### src/rtl/rec_log_appender.sv
module rec_log_appender #(
  parameter int BLK_BYTES   = 2048,
  parameter int REC_BYTES   = 16,
  parameter int ERASE_LIMIT = 100,
  parameter int MAX_TRIES   = 4,
  localparam int OFF_W = $clog2(BLK_BYTES),
  localparam int AW    = OFF_W + 1,
  localparam int IDX_W = $clog2(REC_BYTES),
  localparam int CNT_W = $clog2(ERASE_LIMIT + 1),
  localparam int TRY_W = $clog2(MAX_TRIES + 1)
) (
  input  logic          clk,
  input  logic          rst_n,
  input  logic          in_valid,
  input  logic [7:0]    in_data,
  output logic          in_ready,
  output logic          fl_cmd_valid,
  output logic [2:0]    fl_cmd,
  output logic [AW-1:0] fl_addr,
  output logic [7:0]    fl_wdata,
  input  logic          fl_done,
  input  logic          fl_err,
  output logic          fault
);

  localparam logic [2:0] CMD_PROG  = 3'd1;
  localparam logic [2:0] CMD_ERASE = 3'd2;
  localparam logic [2:0] CMD_CLR   = 3'd3;
  localparam logic [2:0] CMD_STAT  = 3'd4;

  typedef enum logic [3:0] {
    S_COLLECT, S_ERASE, S_ERASE_W, S_ESTAT, S_ESTAT_W, S_CLR, S_CLR_W,
    S_PROG, S_PROG_W, S_PSTAT, S_PSTAT_W, S_FAULT
  } st_t;

  st_t              state;
  logic             blk;
  logic [OFF_W-1:0] off;
  logic [IDX_W-1:0] idx;
  logic [7:0]       rec_buf [REC_BYTES];
  logic [1:0]       used;
  logic [CNT_W-1:0] ecnt [2];
  logic [TRY_W-1:0] tries;

  wire last_byte = (idx == IDX_W'(REC_BYTES - 1));
  wire need_erase = (off == '0) && used[blk];
  wire at_limit = (ecnt[blk] >= CNT_W'(ERASE_LIMIT));

  assign in_ready = (state == S_COLLECT);
  assign fault    = (state == S_FAULT);
  assign fl_addr  = {blk, off};
  assign fl_wdata = rec_buf[idx];
  assign fl_cmd_valid = (state == S_ERASE) || (state == S_ESTAT) || (state == S_CLR) ||
                        (state == S_PROG)  || (state == S_PSTAT);

  always_comb begin
    case (state)
      S_ERASE:          fl_cmd = CMD_ERASE;
      S_CLR:            fl_cmd = CMD_CLR;
      S_PROG:           fl_cmd = CMD_PROG;
      S_ESTAT, S_PSTAT: fl_cmd = CMD_STAT;
      default:          fl_cmd = 3'd0;
    endcase
  end

  always_ff @(posedge clk) begin
    if (!rst_n) begin
      state   <= S_COLLECT;
      blk     <= 1'b0;
      off     <= '0;
      idx     <= '0;
      used    <= 2'b00;
      ecnt[0] <= '0;
      ecnt[1] <= '0;
      tries   <= '0;
    end else begin
      case (state)
        S_COLLECT: if (in_valid) begin
          rec_buf[idx] <= in_data;
          if (last_byte) begin
            idx   <= '0;
            tries <= '0;
            if (!need_erase)   state <= S_PROG;
            else if (at_limit) state <= S_FAULT;
            else               state <= S_ERASE;
          end else begin
            idx <= idx + 1'b1;
          end
        end
        S_ERASE:   state <= S_ERASE_W;
        S_ERASE_W: if (fl_done) state <= S_ESTAT;
        S_ESTAT:   state <= S_ESTAT_W;
        S_ESTAT_W: if (fl_done) begin
          if (!fl_err) begin
            ecnt[blk] <= ecnt[blk] + 1'b1;
            used[blk] <= 1'b0;
            state     <= S_PROG;
          end else if (tries == TRY_W'(MAX_TRIES - 1)) begin
            state <= S_FAULT;
          end else begin
            tries <= tries + 1'b1;
            state <= S_CLR;
          end
        end
        S_CLR:     state <= S_CLR_W;
        S_CLR_W:   if (fl_done) state <= S_ERASE;
        S_PROG:    state <= S_PROG_W;
        S_PROG_W:  if (fl_done) state <= S_PSTAT;
        S_PSTAT:   state <= S_PSTAT_W;
        S_PSTAT_W: if (fl_done) begin
          if (fl_err) begin
            state <= S_FAULT;
          end else begin
            used[blk] <= 1'b1;
            off       <= off + 1'b1;
            if (off == OFF_W'(BLK_BYTES - 1)) blk <= ~blk;
            if (last_byte) begin
              idx   <= '0;
              state <= S_COLLECT;
            end else begin
              idx   <= idx + 1'b1;
              state <= S_PROG;
            end
          end
        end
        default:   state <= S_FAULT;
      endcase
    end
  end

  AST_CMD_PULSE: assert property (@(posedge clk) disable iff (!rst_n)
    fl_cmd_valid |=> !fl_cmd_valid);
  AST_NO_INTAKE_DURING_CMD: assert property (@(posedge clk) disable iff (!rst_n)
    fl_cmd_valid |-> !in_ready);
  AST_ERASE_UNDER_LIMIT: assert property (@(posedge clk) disable iff (!rst_n)
    (fl_cmd_valid && fl_cmd == CMD_ERASE) |-> (ecnt[blk] < CNT_W'(ERASE_LIMIT)));
  AST_TRIES_BOUNDED: assert property (@(posedge clk) disable iff (!rst_n)
    tries < TRY_W'(MAX_TRIES));
  AST_FAULT_HOLDS: assert property (@(posedge clk) disable iff (!rst_n)
    fault |=> fault);
  AST_FAULT_QUIET: assert property (@(posedge clk) disable iff (!rst_n)
    fault |-> (!fl_cmd_valid && !in_ready));

endmodule

### config.mk
export PLATFORM = sky130hd
export DESIGN_NAME = rec_log_appender
export DESIGN_NICKNAME = d
export VERILOG_FILES = /design/src/rtl/rec_log_appender.sv
export SDC_FILE = /design/constraint.sdc
export NUM_CORES = 1
export LEC_CHECK = 0
export ABC_AREA = 1
export BUFFER_PORTS_ARGS = -buffer_cell sky130_fd_sc_hd__buf_2
export CELL_PAD_IN_SITES_DETAIL_PLACEMENT = 0
export CELL_PAD_IN_SITES_GLOBAL_PLACEMENT = 1
export CORE_AREA = 2 2 111 156
export DETAILED_ROUTE_END_ITERATION = 10
export DIE_AREA = 0 0 113 158
export HOLD_SLACK_MARGIN = 0.05
export PLACE_DENSITY = 0.84
export SLEW_MARGIN = 20
export SYNTH_ARGS = -nofsm -noshare
export SYNTH_HDL_FRONTEND = slang
export SYNTH_SLANG_ARGS = --single-unit
### constraint.sdc
create_clock -name clk -period 2.5 [get_ports clk]
set_clock_uncertainty 0.1 [all_clocks]
set_input_delay 0 -clock clk [delete_from_list [all_inputs] [get_ports clk]]
set_output_delay 0 -clock clk [all_outputs]
set_load 0.02 [all_outputs]
---- Word-level counts from Yosys, hierarchy flattened ----
Memories as Yosys holds them, arrays and structs flattened. A register that Yosys moved wholly into a read port is not among the register bits.
Index checks and enable logic that the tools add are counted.
cells by class
  muxes and demuxes ....................... 52
  reduce and logical (&&, ||, !) cells .... 19
  add/subtract/negate cells ............... 4
  equal/unequal tests ..................... 25
  order comparisons ....................... 3
  bitwise operators ....................... 5
operators with widths
  cell                                                       number
  2-to-1 mux 4 bit                                           18
  case mux 4 bit (11 select lines)                           1
  equality test 4 bit (second input constant)                5
  != test 2 bit (second input constant)                      10
  2-to-1 mux 3 bit                                           6
  2-to-1 mux 1 bit                                           17
  equality test 4 x 3 -> 1 bit (second input constant)       4
  case mux 3 bit (4 select lines)                            1
  adder 11 x 1 -> 11 bit (second input constant)             1
  equality test 11 bit (second input constant)               1
  logical NOT 11 bit                                         1
  equality test 4 x 2 -> 1 bit (second input constant)       2
  2-to-1 mux 2 bit                                           4
  case mux 4 bit (2 select lines)                            1
  AND reduction 4 bit                                        2
  adder 7 x 1 -> 7 bit (second input constant)               1
  greater-or-equal comparator 7 bit (second input constant)  1
  2-to-1 mux 7 bit                                           1
  AND reduction 7 bit                                        1
  OR reduction 7 bit                                         1
  case mux 3 bit (2 select lines)                            1
  AND reduction 6 bit                                        1
  nonzero test 2 bit                                         3
  AND reduction 5 bit                                        1
  other kinds (18)                                           23
word-level totals
  output and inout bits ................... 26
  input bits .............................. 13
  memories kept ........................... 2
  register bits after elaboration ......... 25
  word-level logic and storage cells ...... 116
  RAM bits ................................ 142
memories
  name     depth  width  read ports  clocked after memory_dff  wr ports  line  text
  rec_buf  16     8      1           1                         1         40    logic [7:0] rec_buf [REC_BYTES];
  ecnt     2      7      1           1                         2         42    logic [CNT_W-1:0] ecnt [2];

---- Logic depth before layout (Yosys ltp) ----
  depth after elaboration ................. 9
  depth in mapped cells ................... 12
  mapped depth without buffers ............ 12

---- Worst setup path before layout ----
OpenSTA, ideal clock, no wires.
  kind .................................... register -> register
  start point ............................. register state[1]
  end point ............................... memory rec_buf[0][0] (enable)
  cell stages (with the launch flop) ...... 7
  setup slack ............................. 623 ps
  period minus slack after synthesis ...... 1,877 ps
  library setup time ...................... 370 ps
  arrival time ............................ 1,407 ps
  data required time ...................... 2,030 ps
  buffers on the path ..................... 1
  path through ............................ dfxtp_1 > buf_2 > nor2_2 > nand2_4 > nor3_2 > nand2_1 > nor2_1
on the way
  cells in the longest elaborated chain, start to end .. 4
RTL lines
  what                                    line  text
  start: declaration                      36    st_t state;
  start signal: assignment                68    state <= S_COLLECT;
  start signal: assignment                83    if (!need_erase) state <= S_PROG;
  start signal: assignment                84    else if (at_limit) state <= S_FAULT;
  logical NOT 4 bit                       77    case (state)
  2-to-1 mux 1 bit                        77
  2-to-1 mux 1 bit                        67    if (!rst_n) begin
  2-to-1 mux 1 bit (not written as such)  79    rec_buf[idx] <= in_data;
  end: declaration                        40
No other way between the ends.

---- Worst setup path in the final report ----
  start point ............................. register state[2]
  end point ............................... register tries[1]
on the way
  cells in the longest elaborated chain, start to end .. 3
  elaborated cells between the ends (all ways) .. 10
  those cells by class .................... eq/ne: 6; mux: 1; reduce/logical: 3
RTL lines
  what                                                                      line  text
  equality test 4 x 3 -> 1 bit / logical NOT 4 bit (equally long branches)  77
  != test 2 bit (no source line) (tied with other cells)                    n/a
  AND reduction 6 bit (no source line)                                      n/a
  end signal: assignment                                                    101   tries <= tries + 1'b1;
  end: declaration                                                          43    logic [TRY_W-1:0] tries;
Parallel ways exist; a longest one is shown, timed or not.
A chain may end at the register's enable or synchronous reset.

==> impl_metrics.toml <==
[clocking]
cts_buffers = 17
clock_path_buffers = 2
clk_pin_slew_ns = 0.07
cts_tree = "done"
postCtsResizedCells = 0
htreeDepth = 4
insertion_delay_ns = 0.43
cts_root_buf = "clkbuf_16"
cts_sinks = 172

[routing]
detail-route-antenna-nets = 0
drtIter0Drc = 390
routed_via_density = 5.20
wirelength_um = 18300
drc = 6
dr.pass1.iters = 8
vias = 5546
wire_per_inst_um = 17.1

[yosys]
synth-seq-cells = 172
ys_seq_area_frac = 0.622
synthCells = 792
yosys.area.top_type_share = 0.546
yosys.area.top_type = "edfxtp_1"
ys_warn_count = 0
syn-num-nets = 815
syn_area_um2 = 7820
synthTopCellsByArea = "edfxtp_1 (55%), dfxtp_1 (7.7%), nand2_1 (7.5%)"
synth_cell_type_count = 35
avgSynthCellArea_um2 = 9.87

[cells_and_area]
layout-drive-gt1-share = 0.136
nets = 873
antenna_cells = 0
area_growth_pct = 15.7
fillers = 1468
stdcell_area_um2 = 9040

[job]
cap_violations = 0

[pwr]
finalPower_mw = 7.65
leakagePower_nw = 3.54
ir_drop_uv = 359
pwr_density_cell_nw_per_um2 = 846

[worst_setup_path]
required_ns = 2.73
start_kind = "register"
crit_fanout = 6
critPathSlowestCell = "dlygate4sd3_1"
end_kind = "register"
path_class = "reg2reg"
crit_chain = "nand3_2 > nor2_2 > nand2_1 > a21oi_2 > nand2_1 > nand2_1 > nor2_1 > dlygate4sd3_1"
cpPeakStageDelay_ns = 0.54
crit_arrival_ns = 2.40
cpMostUsedCell = "nand2_1"

[timing]
setup_viol = 0
maxSlewViolCount = 0
timing.final.crit_share = 0.868
hold_violations = 0
min_period_ns = 2.17
worst_pin_slew_ns = 0.567
rsz0062_at_grt = "false"
relSlewSlack = 0.622
tns_ns = 0
max_freq_mhz = 461

[placed_design]
post-dp-hpwl_um = 12500
postPlaceCellArea_um2 = 8320
placement.io_buffers = 38
gp_congestion = 0.816

[grt]
grt_pass1_wl_um = 28600
antenna_found_initial = 0
grt_usage = 0.213
grt_overflow = 0
grt_max_degree = 65
grt_pass1_vias = 5483

[die]
start_util = 0.473
coreArea_um2 = 16500
pin_count = 39
die_y_um = 158
dieArea_um2 = 17900
rows = 56
die_w_um = 113

[outcome]
status = "finished with violations"
violations = "design-rule violations"

[worst_hold_path]
hold_class = "in2reg"
[stage by stage]
stage | hold slack, ns | instances | worst slack, ns | util
after floorplan | -0.00113 | 792 | 0.623 | -
after global placement | 0.213 | 1021 | 0.564 | 0.503
after detailed placement | 0.208 | 1021 | 0.530 | 0.503
after CTS | 0.288 | 1066 | 0.323 | 0.547
after global routing | 0.329 | 1066 | 0.155 | 0.547
final | 0.307 | 1066 | 0.330 | 0.547
[cells in the mapped netlist, drive strengths merged]
master / instances
nand2: 159
edfxtp: 142
inv: 114
nor2: 79
nand3: 74
a21oi: 54
o21ai: 39
o211ai: 32
dfxtp: 30
clkbuf: 21
buf: 12
ha: 10
nand4: 7
xor2: 6
xnor2: 4
and3: 2
nor3: 2
or2: 2
nand3b: 1
o2111ai: 1
o21bai: 1
[registers in the layout (all words and copies together), names as in the netlist, named ones only]
register / cells
rec_buf: 128
ecnt: 14
off: 11
idx: 4
state: 4
tries: 3
blk: 1
[worst max-delay path, delay by kind of cell, from the launching register on]
family                 cells  cell delay (ns)
flip-flops                 1             0.49
AND/OR/NAND/NOR            6             0.65
buffers and inverters      1             0.54
AO/OA/AOI/OAI              1             0.28
[layout make-up]
cell class | instances | area [um2] | share of cell area
inverter | 114 | 430 | 0.0476
clock buffer | 17 | 425 | 0.0470
multi-input combinational | 473 | 2380 | 0.263
timing repair buffer | 72 | 515 | 0.0570
sequential | 172 | 4870 | 0.538
tap | 203 | 254 | 0.0281
clock inverter | 15 | 171 | 0.0190
[cell families (layout without fill, tap and decap cells)]
kind of cell	after synthesis	count (layout)	synth area share
simple gates	326	326	0.184
flops	172	172	0.622
buf+inv	147	218	0.0733
compound gates	127	127	0.0933
fa+ha+maj	10	10	0.0160
xor+xnor	10	10	0.0112
[layer usage]
layer	track usage	up-vias	share of wire
li1	-	2780	-
met1	0.230	2587	0.40
met2	0.403	143	0.53
met3	0.0406	36	0.039
met4	0.0894	0	0.031
met5	0	-	0
[placed cells by master, fill, tap and decap left out, types with 2 or more instances in the layout]
cell / netlist / final
dfxtp_1: 30 / 28
nor3_2: 2 / 2
clkinv_4: 0 / 5
inv_8: 0 / 4
buf_4: 1 / 18
nor2_2: 4 / 4
a21oi_1: 53 / 53
nor2_4: 2 / 2
edfxtp_1: 142 / 142
nand2_4: 2 / 2
clkbuf_16: 0 / 17
o21ai_0: 38 / 38
xor2_1: 6 / 6
nand3_1: 72 / 72
inv_6: 0 / 2
dlygate4sd3_1: 0 / 13
xnor2_1: 4 / 4
or2_1: 2 / 2
ha_1: 10 / 10
buf_12: 0 / 3
inv_1: 106 / 106
inv_2: 7 / 7
nand2_1: 156 / 156
nor2_1: 72 / 72
o211ai_1: 32 / 32
nand4_1: 7 / 7
clkinv_8: 0 / 3
and3_1: 2 / 2
buf_2: 6 / 38
[power by group]
part,internal (mW),switching [mW],leakage (nW)
clock,1.35,1.26,0.291
sequential,3.20,0.149,1.53
combinational,0.569,1.12,1.71
[worst paths after layout]
| check | from | end | slack [ns] | depth (start not counted) |
|---|---|---|---|---|
| max | state[2] | tries[1] | 0.33 | 8 |
| min | fl_done | state[2] | 0.31 | 5 |
| max reg2reg | state[2] | tries[1] | 0.33 | 8 |
| min reg2reg | register | register | 0.37 | 2 |
[timing repair]
item / in CTS / in global routing
endpoints found under the hold margin: 157 / 0
hold buffers: 13 / 0
buffers inserted: 0 / 0
Note: power is estimated with default switching activity, not from simulation.
